$ cat config.mk
export PLATFORM = sky130hd
export DESIGN_NAME = blockMover
export DESIGN_NICKNAME = d
export VERILOG_FILES = /design/src/rtl/bmPkg.sv /design/src/rtl/bmControl.sv /design/src/rtl/bmDatapath.sv /design/src/rtl/blockMover.sv
export SDC_FILE = /design/constraint.sdc
export NUM_CORES = 1
export LEC_CHECK = 0
export BUFFER_PORTS_ARGS = -buffer_cell sky130_fd_sc_hd__buf_2
export CAP_MARGIN = 0
export CORE_MARGIN = 5
export CORE_UTILIZATION = 30
export CTS_CLUSTER_DIAMETER = 40
export DETAILED_ROUTE_END_ITERATION = 10
export MAX_ROUTING_LAYER = met4
export PLACE_DENSITY = 0.55
export SKIP_LAST_GASP = 1
export SLEW_MARGIN = 5
export SYNTH_ARGS = -nofsm -noshare
export SYNTH_HDL_FRONTEND = slang
export SYNTH_SLANG_ARGS = --single-unit
$ cat constraint.sdc
create_clock -name clk -period 3.6 [get_ports clk]
set_input_delay 0.18 -clock clk [delete_from_list [all_inputs] [get_ports clk]]
set_output_delay 0.18 -clock clk [all_outputs]
set_load 0.02 [all_outputs]
$ cat src/rtl/bmPkg.sv
package bmPkg;

  typedef enum logic [2:0] {
    ST_IDLE   = 3'd0,
    ST_READ   = 3'd1,
    ST_WRITE  = 3'd2,
    ST_UPDATE = 3'd3,
    ST_DONE   = 3'd4
  } bmState_t;

  // Strobes from control to datapath
  typedef struct packed {
    logic load;     // capture operands and working registers
    logic readEn;   // drive source address with read strobe
    logic writeEn;  // drive destination address with write strobe
    logic step;     // advance offsets, count down
    logic finish;   // completion cycle
  } bmStrobes_t;

endpackage

$ cat src/rtl/bmControl.sv
module bmControl
  import bmPkg::*;
(
  input  logic       clk,
  input  logic       rstN,
  input  logic       start,
  input  logic       lastByte,
  output bmStrobes_t stb,
  output logic       busy,
  output logic       done
);

  bmState_t stateQ, stateD;

  always_ff @(posedge clk) begin
    if (!rstN) stateQ <= ST_IDLE;
    else       stateQ <= stateD;
  end

  always_comb begin
    stateD = stateQ;
    unique case (stateQ)
      ST_IDLE:   if (start) stateD = ST_READ;
      ST_READ:   stateD = ST_WRITE;
      ST_WRITE:  stateD = ST_UPDATE;
      ST_UPDATE: stateD = lastByte ? ST_DONE : ST_READ;
      ST_DONE:   stateD = ST_IDLE;
      default:   stateD = ST_IDLE;
    endcase
  end

  always_comb begin
    stb         = '0;
    stb.load    = (stateQ == ST_IDLE) && start;
    stb.readEn  = (stateQ == ST_READ);
    stb.writeEn = (stateQ == ST_WRITE);
    stb.step    = (stateQ == ST_UPDATE);
    stb.finish  = (stateQ == ST_DONE);
  end

  assign busy = (stateQ != ST_IDLE);
  assign done = stb.finish;

endmodule

$ cat src/rtl/bmDatapath.sv
module bmDatapath
  import bmPkg::*;
#(
  parameter int OFF_W         = 16,
  parameter int BANK_W        = 8,
  parameter int DATA_W        = 8,
  parameter int COST_PER_BYTE = 7,
  localparam int ADDR_W       = BANK_W + OFF_W,
  localparam int COST_W       = OFF_W + $clog2(COST_PER_BYTE + 1)
)(
  input  logic                clk,
  input  logic                rstN,
  input  bmStrobes_t          stb,
  input  logic [2*BANK_W-1:0] operand,
  input  logic [OFF_W-1:0]    xIn,
  input  logic [OFF_W-1:0]    yIn,
  input  logic [OFF_W-1:0]    accIn,
  input  logic [DATA_W-1:0]   memRdata,
  output logic [ADDR_W-1:0]   memAddr,
  output logic                memRd,
  output logic                memWr,
  output logic [DATA_W-1:0]   memWdata,
  output logic                lastByte,
  output logic [OFF_W-1:0]    xOut,
  output logic [OFF_W-1:0]    yOut,
  output logic [OFF_W-1:0]    accOut,
  output logic [BANK_W-1:0]   dataBankOut,
  output logic [COST_W-1:0]   costOut
);

  logic [OFF_W-1:0]  xQ, yQ, accQ;
  logic [BANK_W-1:0] srcBankQ, dstBankQ;
  logic [COST_W-1:0] costQ;

  always_ff @(posedge clk) begin
    if (!rstN) begin
      xQ       <= '0;
      yQ       <= '0;
      accQ     <= '0;
      srcBankQ <= '0;
      dstBankQ <= '0;
      costQ    <= '0;
    end else if (stb.load) begin
      xQ       <= xIn;
      yQ       <= yIn;
      accQ     <= accIn;
      srcBankQ <= operand[BANK_W-1:0];
      dstBankQ <= operand[2*BANK_W-1:BANK_W];
      costQ    <= COST_W'(COST_PER_BYTE) * (COST_W'(accIn) + COST_W'(1));
    end else if (stb.step) begin
      // offsets wrap inside their bank; the count wraps to all ones at the end
      xQ   <= xQ + OFF_W'(1);
      yQ   <= yQ + OFF_W'(1);
      accQ <= accQ - OFF_W'(1);
    end
  end

  assign lastByte    = (accQ == '0);
  assign memAddr     = stb.readEn ? {srcBankQ, xQ} :
                       stb.writeEn ? {dstBankQ, yQ} : '0;
  assign memRd       = stb.readEn;
  assign memWr       = stb.writeEn;
  assign memWdata    = stb.writeEn ? memRdata : '0;
  assign xOut        = xQ;
  assign yOut        = yQ;
  assign accOut      = accQ;
  assign dataBankOut = dstBankQ;
  assign costOut     = costQ;

endmodule

$ cat src/rtl/blockMover.sv
module blockMover
  import bmPkg::*;
#(
  parameter int OFF_W         = 16,
  parameter int BANK_W        = 8,
  parameter int DATA_W        = 8,
  parameter int COST_PER_BYTE = 7,
  localparam int ADDR_W       = BANK_W + OFF_W,
  localparam int COST_W       = OFF_W + $clog2(COST_PER_BYTE + 1)
)(
  input  logic                clk,
  input  logic                rstN,
  input  logic                start,
  input  logic [2*BANK_W-1:0] operand,
  input  logic [OFF_W-1:0]    xIn,
  input  logic [OFF_W-1:0]    yIn,
  input  logic [OFF_W-1:0]    accIn,
  output logic [ADDR_W-1:0]   memAddr,
  output logic                memRd,
  output logic                memWr,
  output logic [DATA_W-1:0]   memWdata,
  input  logic [DATA_W-1:0]   memRdata,
  output logic                busy,
  output logic                done,
  output logic [OFF_W-1:0]    xOut,
  output logic [OFF_W-1:0]    yOut,
  output logic [OFF_W-1:0]    accOut,
  output logic [BANK_W-1:0]   dataBankOut,
  output logic [COST_W-1:0]   costOut
);

  bmStrobes_t stb;
  logic       lastByte;

  bmControl uCtrl (
    .clk      (clk),
    .rstN     (rstN),
    .start    (start),
    .lastByte (lastByte),
    .stb      (stb),
    .busy     (busy),
    .done     (done)
  );

  bmDatapath #(
    .OFF_W         (OFF_W),
    .BANK_W        (BANK_W),
    .DATA_W        (DATA_W),
    .COST_PER_BYTE (COST_PER_BYTE)
  ) uDp (
    .clk         (clk),
    .rstN        (rstN),
    .stb         (stb),
    .operand     (operand),
    .xIn         (xIn),
    .yIn         (yIn),
    .accIn       (accIn),
    .memRdata    (memRdata),
    .memAddr     (memAddr),
    .memRd       (memRd),
    .memWr       (memWr),
    .memWdata    (memWdata),
    .lastByte    (lastByte),
    .xOut        (xOut),
    .yOut        (yOut),
    .accOut      (accOut),
    .dataBankOut (dataBankOut),
    .costOut     (costOut)
  );

endmodule

==> summary.md <==
| Metric | Value |
|---|---|
| Run status | `completed` |
| Post-CTS setup buffer count | `0` |
| Most common flop cell mapped by yosys | `dfxtp_1` |
| Slew HR | `39.28%` |
| Final setup violation count | `0` |
| Nets | `984` |
| Post-synth EDFFs | `0` |
| Endpoint class of the critical path | `flop` |
| Largest net degree at the start of global routing | `46` |
| Sink Count | `86` |
| Yosys top cell area share | `30.93%` |
| H-tree level count | `3` |
| Final GP Congestion | `0.8394` |
| Area Overhead vs Synth | `26.97%` |
| CP Launch Type | `input pin` |
| Leak pwr | `0.003185 uW` |
| CP Data Arrival Time | `3.53 ns` |
| YS warnings | `0` |
| IR drop worst, VDD | `0.2700 mV` |
| First-pass GRT wire length | `29.86 mm` |
| Setup TNS | `0 ns` |
| Area leader, netlist | `dfxtp_1` |
| Core area | `0.01809 sq mm` |
| Hold Vio Cnt, Final | `0` |
| Full die area | `0.02138 sq mm` |
| Residual DRC | `0` |
| Initial drt markers | `276` |
| Hold_buf cts | `0` |
| Required time of the critical path | `3.86 ns` |
| Most frequent cells in the layout | `buf_2 (185), dfxtp_1 (86), nand2_1 (78)` |
| CTS tree | `yes` |
| Mapped Cells | `696` |
| Vias | `5705` |
| DR WL/cell | `16.75 um` |
| Max-cap viol count | `0` |
| Syn_nets | `809` |
| Cts repair resizes | `0` |
| RSZ-0062 raised after global routing | `false` |
| Synth Cell Area | `0.005567 sq mm` |
| HP Class | `input pin to flop` |
| Slew @ Worst Pin | `0.9094 ns` |
| Largest cells by area after synthesis | `dfxtp_1 (31%), ha_1 (6.7%), a21oi_1 (5.8%), nand2_1 (5.3%), a22o_1 (3.8%)` |
| Seq/Total Area, Yosys | `30.93%` |
| DR vias/cell | `5.158` |
| Shortest period the worst path allows | `3.272 ns` |
| Fin util | `39.08%` |
| Row cnt | `49` |
| Clock Path Buffers | `2` |
| Clock buffer count from CTS | `9` |
| HPWL Detailed | `13.85 mm` |
| Gr usage total | `17.45%` |
| PD cells | `529.6 mW/mm^2` |
| Clk root buf | `clkbuf_16` |
| WHS | `0.07495 ns` |
| Worst-path fanout max | `6` |
| Fin crit share | `90.90%` |
| Count of different cell masters after synthesis | `57` |
| Synth Register Bits | `86` |
| Commonest non-fill, non-tap cell in the layout | `buf_2` |
| 1st-pass router iterations | `5` |
| Final Slew Violations | `0` |
| Mean post-synth cell area | `7.998 sq um` |
| Fmax achieved | `305.6 MHz` |
| Total wire length | `18.52 mm` |
| Clock slew at reported path FFs | `0.07 ns` |
| Share of layout cells above drive strength 1 | `26.48%` |
| Initial antenna violation count | `1` |
| Initial Utilization | `30.78%` |
| Clock latency on the worst-skew pair | `0.35 ns` |
| Die width | `146.2 um` |
| Async S/R FF share, synth | `0%` |
| Port buffer count | `185` |
| Global route overflow | `0` |
| Die Height | `146.2 um` |
| Critical path type | `input pin to flop` |
| Routed Antenna Nets | `0` |
| I/O Pins | `186` |
| Skew final | `0.01342 ns` |
| Vias in the first global route | `5545` |
-- cell type report --
cell class                      count  area [sq um]
Antenna cell                        1         2.502
Clock buffer                        9         225.2
Clock inverter                      7         80.08
Fill cell                        1883         11020
Inverter                           31         116.4
Multi-Input combinational cell    541          3582
Sequential cell                    86          1722
Tap cell                          229         286.5
Timing Repair Buffer              202          1054
-- worst max-delay path, cell delays in order --
cell and delay (ns):
buf_2 0.14, ha_1 0.24, xor2_1 0.19, inv_1 0.08, fa_1 0.50, inv_1 0.06, fa_1 0.45, a21o_1 0.23
a311oi_1 0.50, nor2_1 0.16, o31a_1 0.41, nand4b_1 0.20, a31oi_1 0.17
-- logic make-up after synthesis --
family,count (synthesis),synth area share (%)
simple gates,253,22.72
compound gates,202,24.19
flops,86,30.93
buf+inv,69,4.967
xor+xnor,47,7.395
fa+ha+maj,38,9.620
mux,1,0.1798
-- cell usage after synthesis (22+ instances only) --
| cell | count |
|---|---|
| o21ai_0 | 26 |
| dfxtp_1 | 86 |
| a21oi_1 | 65 |
| nor3_1 | 22 |
| ha_1 | 30 |
| nand2_1 | 79 |
| a22o_1 | 24 |
| inv_1 | 31 |
| nor2_1 | 51 |
| clkbuf_1 | 30 |
| xor2_1 | 24 |
| xnor2_1 | 23 |
| nand3_1 | 29 |
-- power by group --
part / switching (uW) / total (uW) / internal (uW)
clock: 444 / 992 / 548
combinational: 932 / 1490 / 561
sequential: 163 / 1260 / 1100
total: 1540 / 3740 / 2200
-- path summary, 6_finish.rpt --
kind,end,slack [ns],depth (start not counted),startpoint
min,uDp.srcBankQ[6]$_SDFFE_PN0P_,0.07,3,operand[6]
min reg2reg,uDp.costOut[7]$_SDFFE_PN0P_,0.45,2,uDp.costOut[7]$_SDFFE_PN0P_
max reg2reg,uDp.xOut[13]$_SDFFE_PN0P_,1.19,4,uCtrl.stateQ[1]$_SDFFE_PN0P_
max,uDp.costOut[16]$_SDFFE_PN0P_,0.33,13,accIn[0]
-- metal layers --
layer	global-route usage (%)	up-vias	share of wire (%)
li1	-	2878	-
met1	23.77	2640	50
met2	26.21	164	43
met3	3.843	23	5.7
met4	4.704	0	1.8
met5	-	-	0
-- per-stage QoR --
step	std cells	instance area [sq um]	setup WS, ns	total power (uW)
floorplan	696	5567	0.4410	2281
global placement	1089	6760	0.07236	2784
detailed placement	1089	6760	0.03626	2779
CTS	1105	7066	0.3960	3789
global route	1106	7068	0.08990	4004
finish	1106	7068	0.3275	3744
-- registers in the layout (all words and copies together) (netlist names) --
name             cells
uCtrl.stateQ         3
uDp.yOut            16
uDp.accOut          16
uDp.srcBankQ         8
uDp.xOut            16
uDp.costOut         19
uDp.dataBankOut      8
Power figures use the tool's default switching activity.
